<file path="src/rtl/cal_rtc_pkg.sv">
package cal_rtc_pkg;

  localparam int ADDR_W    = 4;
  localparam int DATA_W    = 8;
  localparam int SUB_W     = 7;
  localparam int NUM_UNITS = 8;

  typedef logic [DATA_W-1:0] bcd8_t;

  localparam logic [ADDR_W-1:0] ADR_SUB  = ADDR_W'(0);
  localparam logic [ADDR_W-1:0] ADR_CTL1 = ADDR_W'(14);
  localparam logic [ADDR_W-1:0] ADR_CTL2 = ADDR_W'(15);

  // counter chain index; register address is index + 1
  localparam int U_SEC  = 0;
  localparam int U_MIN  = 1;
  localparam int U_HOUR = 2;
  localparam int U_WDAY = 3;
  localparam int U_MDAY = 4;
  localparam int U_MON  = 5;
  localparam int U_YLO  = 6;
  localparam int U_CENT = 7;

  function automatic bcd8_t unit_limit(int u);
    case (u)
      U_SEC, U_MIN: return 8'h59;
      U_HOUR:       return 8'h23;
      U_WDAY:       return 8'h06;
      U_MDAY:       return 8'h31;
      U_MON:        return 8'h12;
      default:      return 8'h99;
    endcase
  endfunction

  function automatic bcd8_t unit_floor(int u);
    return (u == U_MDAY || u == U_MON) ? 8'h01 : 8'h00;
  endfunction

  function automatic bcd8_t unit_reset(int u);
    case (u)
      U_MDAY, U_MON: return 8'h01;
      U_CENT:        return 8'h20;
      default:       return 8'h00;
    endcase
  endfunction

  function automatic bcd8_t bcd_inc(bcd8_t v);
    if (v[3:0] >= 4'd9) return {v[7:4] + 4'd1, 4'd0};
    return {v[7:4], v[3:0] + 4'd1};
  endfunction

  // (10*t + u) mod 4 == 0  <=>  u even and t[0] == u[1]
  function automatic logic bcd_div4(bcd8_t v);
    return (v[0] == 1'b0) && (v[4] == v[1]);
  endfunction

  function automatic logic is_leap(bcd8_t cent, bcd8_t ylo);
    return (ylo == 8'h00) ? bcd_div4(cent) : bcd_div4(ylo);
  endfunction

  function automatic bcd8_t month_last(bcd8_t mon, logic leap);
    case (mon)
      8'h02:                      return leap ? 8'h29 : 8'h28;
      8'h04, 8'h06, 8'h09, 8'h11: return 8'h30;
      default:                    return 8'h31;
    endcase
  endfunction

endpackage

</file>
<file path="src/rtl/cal_rtc_bcd_cnt.sv">
module cal_rtc_bcd_cnt
  import cal_rtc_pkg::*;
#(
  parameter logic [7:0] RESET_VAL = 8'h00,
  parameter logic [7:0] FLOOR_VAL = 8'h00
) (
  input  logic       clk,
  input  logic       rst_n,
  input  logic       inc,
  input  logic       ld,
  input  logic [7:0] ld_val,
  input  logic [7:0] limit,
  output logic [7:0] val,
  output logic       wrap
);

  bcd8_t val_q, val_d;

  // at or beyond the limit the field folds back to its floor
  assign wrap = inc && (val_q >= limit);
  assign val  = val_q;

  always_comb begin
    val_d = val_q;
    if (ld)       val_d = ld_val;
    else if (inc) val_d = wrap ? FLOOR_VAL : bcd_inc(val_q);
  end

  always_ff @(posedge clk or negedge rst_n) begin
    if (!rst_n) val_q <= RESET_VAL;
    else        val_q <= val_d;
  end

endmodule

</file>
<file path="src/rtl/cal_rtc_prescale.sv">
module cal_rtc_prescale
  import cal_rtc_pkg::*;
#(
  parameter int DIV = 256
) (
  input  logic             clk,
  input  logic             rst_n,
  input  logic             run,
  input  logic             clr,
  output logic [SUB_W-1:0] sub,
  output logic             sec_pulse
);

  localparam int            PW   = (DIV > 1) ? $clog2(DIV) : 1;
  localparam logic [PW-1:0] PMAX = PW'(DIV - 1);

  logic [PW-1:0]    pcnt_q, pcnt_d;
  logic [SUB_W-1:0] sub_q, sub_d;
  logic             tick;

  assign tick      = run && (pcnt_q == PMAX);
  assign sec_pulse = tick && (sub_q == '1);
  assign sub       = sub_q;

  always_comb begin
    pcnt_d = pcnt_q;
    sub_d  = sub_q;
    if (clr) begin
      pcnt_d = '0;
      sub_d  = '0;
    end else if (run) begin
      pcnt_d = tick ? '0 : pcnt_q + 1'b1;
      if (tick) sub_d = sub_q + 1'b1;
    end
  end

  always_ff @(posedge clk or negedge rst_n) begin
    if (!rst_n) begin
      pcnt_q <= '0;
      sub_q  <= '0;
    end else begin
      pcnt_q <= pcnt_d;
      sub_q  <= sub_d;
    end
  end

endmodule

</file>
<file path="src/rtl/cal_rtc.sv">
module cal_rtc
  import cal_rtc_pkg::*;
#(
  parameter int PRESCALE_DIV = 256
) (
  input  logic       clk,
  input  logic       rst_n,
  input  logic [3:0] reg_addr,
  input  logic       reg_wr,
  input  logic [7:0] reg_wdata,
  output logic [7:0] reg_rdata,
  output logic       sec_tick,
  output logic       carry_irq
);

  // reset: asserted asynchronously, released through two flops
  logic [1:0] rsync_q;
  logic       rst_core_n;

  always_ff @(posedge clk or negedge rst_n) begin
    if (!rst_n) rsync_q <= '0;
    else        rsync_q <= {rsync_q[0], 1'b1};
  end
  assign rst_core_n = rsync_q[1];

  // control state
  logic cf_q, cf_d, cie_q, cie_d;
  logic en_q, en_d, prst_q, prst_d, start_q, start_d;
  logic wr_ctl1, wr_ctl2, run;

  assign wr_ctl1 = reg_wr && (reg_addr == ADR_CTL1);
  assign wr_ctl2 = reg_wr && (reg_addr == ADR_CTL2);
  assign run     = en_q && start_q && !prst_q;

  always_comb begin
    cf_d    = cf_q;
    cie_d   = cie_q;
    en_d    = en_q;
    prst_d  = prst_q;
    start_d = start_q;
    if (wr_ctl1) begin
      cf_d  = cf_q & reg_wdata[7];
      cie_d = reg_wdata[4];
    end
    if (sec_tick) cf_d = 1'b1;
    if (wr_ctl2) begin
      en_d    = reg_wdata[3];
      prst_d  = reg_wdata[1];
      start_d = reg_wdata[0];
    end
  end

  always_ff @(posedge clk or negedge rst_core_n) begin
    if (!rst_core_n) begin
      cf_q    <= 1'b0;
      cie_q   <= 1'b0;
      en_q    <= 1'b0;
      prst_q  <= 1'b0;
      start_q <= 1'b0;
    end else begin
      cf_q    <= cf_d;
      cie_q   <= cie_d;
      en_q    <= en_d;
      prst_q  <= prst_d;
      start_q <= start_d;
    end
  end

  assign carry_irq = cf_q & cie_q;

  // sub-second divider
  logic [SUB_W-1:0] sub_val;

  cal_rtc_prescale #(.DIV(PRESCALE_DIV)) u_pre (
    .clk      (clk),
    .rst_n    (rst_core_n),
    .run      (run),
    .clr      (prst_q),
    .sub      (sub_val),
    .sec_pulse(sec_tick)
  );

  // BCD counter chain
  bcd8_t unit_val   [NUM_UNITS];
  bcd8_t unit_limit_v [NUM_UNITS];
  logic  unit_inc   [NUM_UNITS];
  logic  unit_wrap  [NUM_UNITS];
  logic  unit_ld    [NUM_UNITS];

  assign unit_inc[U_SEC]  = sec_tick;
  assign unit_inc[U_MIN]  = unit_wrap[U_SEC];
  assign unit_inc[U_HOUR] = unit_wrap[U_MIN];
  assign unit_inc[U_WDAY] = unit_wrap[U_HOUR];
  assign unit_inc[U_MDAY] = unit_wrap[U_HOUR];
  assign unit_inc[U_MON]  = unit_wrap[U_MDAY];
  assign unit_inc[U_YLO]  = unit_wrap[U_MON];
  assign unit_inc[U_CENT] = unit_wrap[U_YLO];

  genvar g;
  generate
    for (g = 0; g < NUM_UNITS; g++) begin : g_unit
      if (g == U_MDAY) begin : g_dyn
        assign unit_limit_v[g] = month_last(unit_val[U_MON],
                                            is_leap(unit_val[U_CENT], unit_val[U_YLO]));
      end else begin : g_fix
        assign unit_limit_v[g] = unit_limit(g);
      end

      assign unit_ld[g] = reg_wr && !start_q && (reg_addr == ADDR_W'(g + 1));

      cal_rtc_bcd_cnt #(
        .RESET_VAL(unit_reset(g)),
        .FLOOR_VAL(unit_floor(g))
      ) u_cnt (
        .clk   (clk),
        .rst_n (rst_core_n),
        .inc   (unit_inc[g]),
        .ld    (unit_ld[g]),
        .ld_val(reg_wdata),
        .limit (unit_limit_v[g]),
        .val   (unit_val[g]),
        .wrap  (unit_wrap[g])
      );
    end
  endgenerate

  // read path
  always_comb begin
    reg_rdata = '0;
    if (reg_addr == ADR_SUB) reg_rdata = {1'b0, sub_val};
    if (reg_addr == ADR_CTL1) reg_rdata = {cf_q, 2'b00, cie_q, 4'b0000};
    if (reg_addr == ADR_CTL2) reg_rdata = {4'b0000, en_q, 1'b0, prst_q, start_q};
    for (int i = 0; i < NUM_UNITS; i++) begin
      if (reg_addr == ADDR_W'(i + 1)) reg_rdata = unit_val[i];
    end
  end

endmodule

</file>
<file path="config.mk">
export PLATFORM = sky130hd
export DESIGN_NAME = cal_rtc
export DESIGN_NICKNAME = d
export VERILOG_FILES = /design/src/rtl/cal_rtc_pkg.sv /design/src/rtl/cal_rtc_bcd_cnt.sv /design/src/rtl/cal_rtc_prescale.sv /design/src/rtl/cal_rtc.sv
export SDC_FILE = /design/constraint.sdc
export NUM_CORES = 1
export LEC_CHECK = 0
export BUFFER_PORTS_ARGS = -buffer_cell sky130_fd_sc_hd__buf_4
export CAP_MARGIN = 25
export CELL_PAD_IN_SITES_DETAIL_PLACEMENT = 1
export CELL_PAD_IN_SITES_GLOBAL_PLACEMENT = 2
export CORE_MARGIN = 1
export CORE_UTILIZATION = 39
export CTS_CLUSTER_DIAMETER = 30
export DETAILED_ROUTE_END_ITERATION = 8
export HOLD_SLACK_MARGIN = 0.15
export PLACE_DENSITY_LB_ADDON = 0.1
export SKIP_CTS_REPAIR_TIMING = 1
export SYNTH_ARGS = -nofsm -noshare
export SYNTH_HDL_FRONTEND = slang
export SYNTH_SLANG_ARGS = --single-unit
</file>
<file path="constraint.sdc">
create_clock -name clk -period 3.59 [get_ports clk]
set_clock_uncertainty 0.05 [all_clocks]
set_input_delay 0.718 -clock clk [delete_from_list [all_inputs] [get_ports clk]]
set_output_delay 0.718 -clock clk [all_outputs]
set_load 0.05 [all_outputs]
</file>
# Word-level counts from Yosys, hierarchy flattened
# Index checks and enable logic that the tools add are counted.
# word_totals
regBits,86
inputBits,15
out_inout_bits,10
# classes
n_addsub,18
magnitude_cmp,16
n_eq_ne,19
mux,86
bitwise,4
n_reduce_logical,58
# ops
cell,n
2-to-1 mux 8 bit,53
"adder 4 x 1 -> 4 bit, second input constant",16
"greater-or-equal comparator 4 bit, second input constant",8
2-to-1 mux 1 bit,28
2-to-1 mux 7 bit,4
logical AND 1 bit,25
nonzero test 3 bit,8
nonzero test 2 bit,11
AND reduction 2 bit,9
"equality test 4 x 3 -> 1 bit, second input constant",4
"equality test 8 x 3 -> 1 bit, second input constant",2
"greater-or-equal comparator 8 x 7 -> 1 bit, second input constant",2
"greater-or-equal comparator 8 bit, second input constant",2
one-hot mux 8 bit (2 select lines),1
"equality test 4 bit, second input constant",3
"adder 8 x 1 -> 8 bit, second input constant",1
"equality test 4 x 2 -> 1 bit, second input constant",2
"equality test 8 x 2 -> 1 bit, second input constant",1
"equality test 8 x 4 -> 1 bit, second input constant",1
"equality test 8 x 5 -> 1 bit, second input constant",1
"equality test 8 bit, second input constant",1
"greater-or-equal comparator 8 x 3 -> 1 bit, second input constant",1
"greater-or-equal comparator 8 x 5 -> 1 bit, second input constant",1
"greater-or-equal comparator 8 x 6 -> 1 bit, second input constant",1
11 further kinds,15

# Longest topological paths before layout
# Gate-level depths: netlist of the first run.
# logic_depth
word_depth,16
mapped_depth,14
mapped_depth_nobuf,14

# By module
# A second synthesis of the first run with hierarchy kept.
# hier_totals
hier_cells,971
area_unflattened_um2,8450.6
# modules_own_cells
mod,n_inst,cells_per_inst,area_per_inst_um2,seq_area_each_um2
cal_rtc_bcd_cnt at g_unit[0].u_cnt ...,5,93,815.8,200.2
cal_rtc,1,155,1218.7,175.2
cal_rtc_prescale,1,88,833.3,375.4
cal_rtc_bcd_cnt at g_unit[7].u_cnt,1,93,817.0,201.4
cal_rtc_bcd_cnt at g_unit[5].u_cnt,1,86,754.5,201.4
cal_rtc_bcd_cnt at g_unit[4].u_cnt,1,84,748.2,201.4

# Worst setup path after synthesis of the first run
# No wires, ideal clock.
# synth_path
kind,in2out
from,input reg_addr[0]
to,output reg_rdata[0]
arrival_ps,2744
slack_ps,78
path_stages,7
path_buffers,3
path_cell_list,buf_1 clkbuf_1 clkbuf_1 o21ai_0 a21oi_1 nor2_1 o22ai_1
# synth_via
elab_chain_len,12
elab_cells_between_ends,22
classes_between,eq/ne (10); mux (11); reduce/logical (1)
# synth_lines
element,line_no,text
start: declaration,cal_rtc.sv:8,"input logic [3:0] reg_addr,"
zero test 4 bit,cal_rtc.sv:130,"if (reg_addr == ADR_SUB) reg_rdata = {1'b0, sub_val};"
2-to-1 mux 7 bit,cal_rtc.sv:130,
2-to-1 mux 8 bit,cal_rtc.sv:131,"if (reg_addr == ADR_CTL1) reg_rdata = {cf_q, 2'b00, cie_q, 4'b0000};"
2-to-1 mux 8 bit,cal_rtc.sv:132,"if (reg_addr == ADR_CTL2) reg_rdata = {4'b0000, en_q, 1'b0, prst_q, start_q};"
2-to-1 mux 8 bit (7 in a row),cal_rtc.sv:134,if (reg_addr == ADDR_W'(i + 1)) reg_rdata = unit_val[i];
2-to-1 mux 8 bit *,cal_rtc.sv:134,
end: declaration,cal_rtc.sv:11,"output logic [7:0] reg_rdata,"
# Every way passes the cells marked *; elsewhere a longest branch is shown, timed or not.

# Worst setup path in the final report of the first run
# layout_path
from,register g_unit[5].u_cnt.val_q[0]
to,register g_unit[4].u_cnt.val_q[6]
# layout_via
elab_chain_len,8
elab_cells_between_ends,14
classes_between,order compare (1); eq/ne (5); mux (4); reduce/logical (4)
# layout_lines
element,line_no,text
start: declaration,cal_rtc_bcd_cnt.sv:17,"bcd8_t val_q, val_d;"
start signal: assignment,cal_rtc_bcd_cnt.sv:31,else val_q <= val_d;
equality test 8 x 3 -> 1 bit (tied with other cells),cal_rtc_pkg.sv:62,case (mon)
OR reduction 4 bit,cal_rtc_pkg.sv:62,
one-hot mux 8 bit (2 select lines) *,cal_rtc_pkg.sv:62,
greater-or-equal comparator 8 bit *,cal_rtc_bcd_cnt.sv:20,assign wrap = inc && (val_q >= limit);
logical AND 1 bit *,cal_rtc_bcd_cnt.sv:20,
2-to-1 mux 8 bit (2 in a row),cal_rtc_bcd_cnt.sv:26,else if (inc) val_d = wrap ? FLOOR_VAL : bcd_inc(val_q);
2-to-1 mux 8 bit,cal_rtc_bcd_cnt.sv:25,if (ld) val_d = ld_val;
end signal: assignment,cal_rtc_bcd_cnt.sv:31,
end: declaration,cal_rtc_bcd_cnt.sv:17,
# Every way passes the cells marked *; elsewhere a longest branch is shown, timed or not. The select of a mux whose other input is x is not followed.
# A chain may end at the register's enable or synchronous reset.

==> results.py, run 1 <==
metrics = {
    "power": {
        "leakage_nw": 3.329,
        "netSwitchingFraction": 0.4014,
        "max-vdd-ir-drop_mv": 0.2352,
        "internal-power_w": 0.002404,
        "power.share.sequential": 0.363,
        "p_sw_w": 0.001612,
        "power.density_cell_area_nw_per_um2": 524.3,
        "p_clk_frac": 0.254,
        "share_comb_of_total_power": 0.383,
    },
    "clock_tree": {
        "cts-htree-levels": 3,
        "tritoncts": "done",
        "cts_root_buf": "clkbuf_16",
        "clock_insertion_delay_worst_skew_ns": 0.35,
        "tritoncts_num_sinks": 86,
        "cts_buffers": 9,
        "cts-root-to-sink-buffers": 2,
        "clkTransAtPathRegs_ns": 0.07,
    },
    "placement": {
        "gp_congestion": 0.8655,
        "detailedPlacementHpwl_um": 17400,
        "cell_area_after_placement_um2": 7071,
        "placement.io_buffers": 24,
    },
    "global_route": {
        "grt_overflow": 0,
        "antenna_violations_before_repair": 0,
        "largest_net_degree_at_the_start_of_global_routing": 49,
        "grt_pass1_vias": 6503,
        "globalRouteTotalUtil": 0.2932,
        "grt_pass1_wl_um": 37420,
    },
    "synthesis": {
        "xor_xnor_share_of_the_synthesized_area": 0.01768,
        "netlist.top_cell.by_area": "dfrtp_1",
        "synth_warnings": 0,
        "number_of_library_cell_types_mapped_by_synthesis": 75,
        "netlist_area_um2": 6439,
        "synthesized_area_fraction_occupied_by_ao_oa_aoi_and_oai_cells": 0.2266,
        "syn_inst": 765,
        "postSynthRegisterBits": 86,
        "synthArstFlopShare": 1.000,
        "mean_cell_area_of_the_mapped_netlist_um2": 8.417,
        "synthSimpleGateAreaFrac": 0.2309,
        "synth_adder_area_share": 0.09716,
        "post-synth-top-area-fraction": 0.3226,
        "post_synthesis_mux_area_share": 0.04819,
        "proportion_of_synthesized_chip_area_in_sequential_cells": 0.3348,
        "yosys_most_used_dff": "dfrtp_1",
        "synth_most_common_cell": "nand2_1",
        "synth-edff-count": 0,
        "yosys-top-cells-area": "dfrtp_1, ha_1, nand2_1",
        "yosys-top-cells-count": "nand2_1, dfrtp_1, nor2_1, a21oi_1, ha_1",
        "synth_top_family_by_area": "simple AND/OR/NAND/NOR gates",
        "mappedNetlistNets": 830,
    },
    "setup_path": {
        "critical_path_class": "flop to flop",
        "cp-end-kind": "flop",
        "worst_setup_path_start": "g_unit[5].u_cnt.val[0]",
        "r2r-start": "g_unit[5].u_cnt.val[0]",
        "critPathRequiredTime_ns": 3.78,
        "worst_setup_sp_type": "flop",
        "worst-path-max-fanout": 4,
        "worst_ep_arrival_time_ns": 3.70,
    },
    "timing": {
        "worst_pin_slew_ns": 0.8497,
        "finalHoldViolCount": 0,
        "min_period_ns": 3.512,
        "timing.max_slew.rel_slack": 0.4314,
        "rsz0062_at_grt": "true",
        "max_freq_ghz": 0.2847,
        "setup-tns-final_ns": 0,
        "maxSlewViolCount": 0,
        "setup_violations": 0,
        "final_cycle_utilization_of_the_critical_path": 0.9783,
    },
    "drt": {
        "routed_wl_um": 23650,
        "first_pass_iters": 5,
        "via_per_inst": 6.093,
        "dr_total_vias": 6325,
        "post_drt_wl_per_cell_um": 22.79,
        "antenna_violating_nets_post_route": 0,
        "route.detailed.drc": 0,
        "initialDrtViolationCount": 368,
    },
    "outcome": {
        "status": "complete, no violations",
    },
    "cells_and_area": {
        "multiInputGateArea_um2": 4174,
        "utilization": 0.4788,
        "fillCellCount": 1933,
        "areaGrowthSynthToFinish_pct": 18.99,
        "drive_above_1_share": 0.1764,
        "design.final.nets": 882,
        "antenna_cells": 0,
        "ff_latch_area_um2": 2162,
        "total_non_filler_cell_area_in_the_finished_layout_um2": 7661,
    },
    "floorplan": {
        "num_io_pins": 25,
        "chipHeight_um": 130.5,
        "placementRows": 46,
        "die_boundary_width_um": 130.5,
        "fp.dieArea_um2": 17030,
        "floorplan.initialDensity": 0.4024,
        "coreArea_um2": 16000,
    },
    "hold_path": {
        "timing.hold.worst.class": "flop to flop",
        "min_from": "rsync_q[0]",
    },
    "run": {
        "drv_cap": 0,
    },
}
cell type report:
class | count | share of cell area
Multi-Input combinational cell | 607 | 0.5448
Sequential cell | 86 | 0.2822
Timing Repair Buffer | 76 | 0.07888
Tap cell | 216 | 0.03528
Clock buffer | 12 | 0.03348
Inverter | 37 | 0.01813
Clock inverter | 4 | 0.007186
power by group through the flow:
stage,sequential [W],combinational [W],clock [W]
floorplan,0.00137,0.000898,0
global placement,0.00145,0.00131,0
detailed placement,0.00146,0.00135,0
CTS,0.00145,0.00136,0.00103
global route,0.00149,0.00169,0.00107
finish,0.00146,0.00154,0.00102
stage by stage:
| step | setup slack, ns | hold slack (ns) | total power [W] | std cells |
|---|---|---|---|---|
| finish | 0.07794 | 0.3090 | 0.004017 | 1038 |
| global route | -0.06311 | 0.3298 | 0.004253 | 1038 |
| CTS | -0.2212 | 0.06921 | 0.003837 | 1029 |
| detailed placement | -0.1340 | 0.2964 | 0.002809 | 1013 |
| global placement | 0.03636 | 0.2884 | 0.002756 | 1013 |
| floorplan | 0.07842 | 0.2812 | 0.002264 | 765 |
critical path, stage by stage, from the launching register on:
cell and delay [ns]:
dfstp_2 0.55, inv_2 0.06, ha_2 0.18, o211ai_1 0.21, a21oi_2 0.08, a31oi_2 0.18, nor3_2 0.08, a21oi_2 0.18
ha_1 0.26, or4b_4 0.52, and4_4 0.19, nor3_4 0.18, buf_6 0.14, o31a_1 0.19, nor4b_2 0.07, a221o_1 0.26
kinds of logic (layout without fill, tap and decap cells):
kind of cell | Yosys count | count (layout)
AO/OA/AOI/OAI | 218 | 218
XOR/XNOR | 13 | 13
adder cells (fa/ha/maj) | 50 | 50
buffers and inverters | 72 | 129
flip-flops | 86 | 86
multiplexers | 27 | 27
other | 1 | 1
AND/OR/NAND/NOR | 298 | 298
state kept, by name, indices dropped and copies added, names as in the netlist:
name,count
en_q,1
g_unit.u_cnt.val,64
start_q,1
u_pre.sub,7
u_pre.pcnt_q,8
cf_q,1
prst_q,1
cie_q,1
rsync_q,2
placed cells by master, fill, tap and decap left out, types with 6 or more instances in the layout:
cell       instances
nand2_1           86
a32oi_1            6
o21a_1             8
nor2_1            69
nor3_1            19
o31ai_1            8
xor2_1             8
inv_1             32
clkbuf_16          9
a22o_1             8
ha_1              46
nand3_1           35
mux2i_1           13
nor2b_1            7
dfrtp_1           80
buf_4             69
o21ai_0           45
nand4_1           12
o211ai_1           8
and2_1             6
a31oi_1           16
and3_1            10
a21oi_1           48
nand2b_1           8
mux2_2            12
final timing paths:
check	end	slack, ns	cells after the start
setup / recovery	g_unit[4].u_cnt.val[6]	0.08	15
hold / removal	rsync_q[1]	0.31	0
setup reg to reg	g_unit[4].u_cnt.val[6]	0.08	15
hold reg to reg	rsync_q[1]	0.31	0
max in group asynchronous	g_unit[5].u_cnt.val[0]	2.32	1
min in group asynchronous	g_unit[1].u_cnt.val[1]	0.33	0
per-layer routing:
layer	share of wire	vias to the layer above	track usage
met1	0.48	3214	0.4197
met5	0	-	0
li1	-	2919	-
met2	0.46	162	0.4550
met4	0.018	0	0.09601
met3	0.044	30	0.03950
Note: power is estimated with default switching activity, not from simulation.
==> run 2, diff against run 1 <==
- CTS_CLUSTER_DIAMETER: 30 -> not set
- SETUP_SLACK_MARGIN: not set -> 0.1
==> run 2 against run 1 <==
Effect of this change:
- clock power shrank 4%
- sequential cell count is the same
- final area decreased by 0.74%
- cell count down 0.19%
- worst setup slack worse by 0.0049 ns
- critical path depth stayed put
- critical endpoint unchanged
- largest cell class unchanged
==> results.py, run 2 (synthesized netlist as in run 1, its figures left out) <==
metrics = {
    "drt": {
        "route.detailed.drc": 0,
        "first_pass_iters": 5,
        "post_drt_wl_per_cell_um": 23.62,
        "dr_total_vias": 6420,
        "antenna_violating_nets_post_route": 0,
        "initialDrtViolationCount": 411,
        "routed_wl_um": 24470,
        "via_per_inst": 6.197,
    },
    "global_route": {
        "grt_pass1_wl_um": 37760,
        "grt_pass1_vias": 6591,
        "grt_overflow": 0,
        "largest_net_degree_at_the_start_of_global_routing": 38,
        "global_route_track_usage_on_met1": 0.4125,
        "antenna_violations_before_repair": 0,
        "globalRouteTotalUtil": 0.2972,
        "grtUsageMet3": 0.03217,
        "grt_peak_use_layer": "met2",
        "use_met2": 0.4796,
    },
    "timing": {
        "timing.max_slew.rel_slack": 0.4106,
        "maxSlewViolCount": 0,
        "whs_ns": 0.2859,
        "rsz0062_at_grt": "true",
        "finalHoldViolCount": 0,
        "min_period_ns": 3.517,
        "final_cycle_utilization_of_the_critical_path": 0.9797,
        "setup-tns-final_ns": 0,
        "max_freq_ghz": 0.2843,
        "worst_pin_slew_ns": 0.8774,
        "setup_violations": 0,
    },
    "setup_path": {
        "worst_setup_sp_type": "flop",
        "r2r.worst_path.cells": 15,
        "critPathRequiredTime_ns": 3.83,
        "worst_r2r_endpoint": "g_unit[4].u_cnt.val[6]",
        "critical_path_class": "flop to flop",
        "worst-path-max-fanout": 4,
        "reg2reg_slack_ns": 0.07,
        "cp-end-kind": "flop",
        "worst_ep_arrival_time_ns": 3.76,
        "r2r-start": "g_unit[5].u_cnt.val[0]",
    },
    "cells_and_area": {
        "max_ffs_per_register": 64,
        "mostFrequentLayoutCell": "nand2_1",
        "total_non_filler_cell_area_in_the_finished_layout_um2": 7605,
        "design.final.nets": 880,
        "final-instance-count-excl-fill": 1036,
        "areaGrowthSynthToFinish_pct": 18.11,
        "drive_above_1_share": 0.1732,
        "layout_common_cells": "nand2_1, dfrtp_1, buf_4, nor2_1, a21oi_1",
        "antenna_cells": 0,
    },
    "floorplan": {
        "coreArea_um2": 16000,
        "floorplan.initialDensity": 0.4024,
        "fp.dieArea_um2": 17030,
        "chipHeight_um": 130.5,
        "die_boundary_width_um": 130.5,
        "placementRows": 46,
        "num_io_pins": 25,
    },
    "power": {
        "leakage_nw": 3.314,
        "power_w": 0.003990,
        "max-vdd-ir-drop_mv": 0.2592,
        "power.density_cell_area_nw_per_um2": 524.7,
    },
    "placement": {
        "placement.io_buffers": 24,
        "cell_area_after_placement_um2": 7062,
        "place.detailed.instances": 1011,
        "gp_congestion": 0.8645,
        "detailedPlacementHpwl_um": 17770,
    },
    "clock_tree": {
        "tritoncts_num_sinks": 86,
        "cts_buffers": 9,
        "clkTransAtPathRegs_ns": 0.07,
        "clock_insertion_delay_worst_skew_ns": 0.36,
        "cts-root-to-sink-buffers": 2,
        "cts-htree-levels": 3,
        "tritoncts": "done",
        "cts_root_buf": "clkbuf_16",
    },
    "run": {
        "drv_cap": 0,
    },
    "outcome": {
        "status": "complete, no violations",
    },
    "hold_path": {
        "timing.hold.worst.class": "flop to async pin",
    },
}
## run 2: routing by layer
layer	wire, µm	part of all wire
met4	629	0.026
met5	0	0
met2	11440	0.47
met1	11180	0.46
met3	1216	0.050
## run 2: how the worst max path moves through the flow
stage / slack, ns / endpoint / depth (start not counted) / from
3_5_place_dp: -0.1 / g_unit[6].u_cnt.val[5] / 13 / g_unit[6].u_cnt.val[0]
4_1_cts: -0.24 / g_unit[4].u_cnt.val[6] / 15 / g_unit[5].u_cnt.val[0]
6_report: 0.07 / g_unit[4].u_cnt.val[6] / 15 / g_unit[5].u_cnt.val[0]
2_1_floorplan: 0.18 / g_unit[4].u_cnt.val[6] / 14 / g_unit[5].u_cnt.val[0]
5_1_grt: -0.05 / g_unit[4].u_cnt.val[6] / 15 / g_unit[5].u_cnt.val[0]
3_3_place_gp: 0.05 / g_unit[4].u_cnt.val[6] / 15 / g_unit[5].u_cnt.val[0]
## run 2: power breakdown
part / internal [W] / switching, W / total, W
registers: 0.00116 / 0.000297 / 0.00146
clock network: 0.000547 / 0.000432 / 0.000979
logic: 0.000645 / 0.000908 / 0.00155
## run 2: critical path, cell delays in order, from the launching register on
cell and delay, ns:
dfstp_2 0.60, inv_4 0.07, ha_4 0.16, o211ai_1 0.19, a21oi_2 0.08, a31oi_1 0.18
nor3_2 0.08, a21oi_2 0.14, ha_1 0.24, or4b_4 0.48, and4_4 0.18, o21ai_4 0.19
buf_6 0.12, o211ai_1 0.15, nor4b_2 0.37, a221o_1 0.16
## run 2: cell type report
cell class                 instances  area (µm²)
fill                            1945        8396
multi-input combinational        607        4169
sequential                        86        2160
timing repair buffer              74       565.5
tap                              216       270.3
clock buffer                      10       229.0
inverter                          37       141.4
clock inverter                     6       70.07
## run 2: through the flow
step	utilization	setup slack, ns
after global placement	0.4414	0.05167
after detailed placement	0.4414	-0.09727
final	0.4753	0.07301
after floorplan	-	0.1784
after CTS	0.4600	-0.2412
after global routing	0.4753	-0.05111
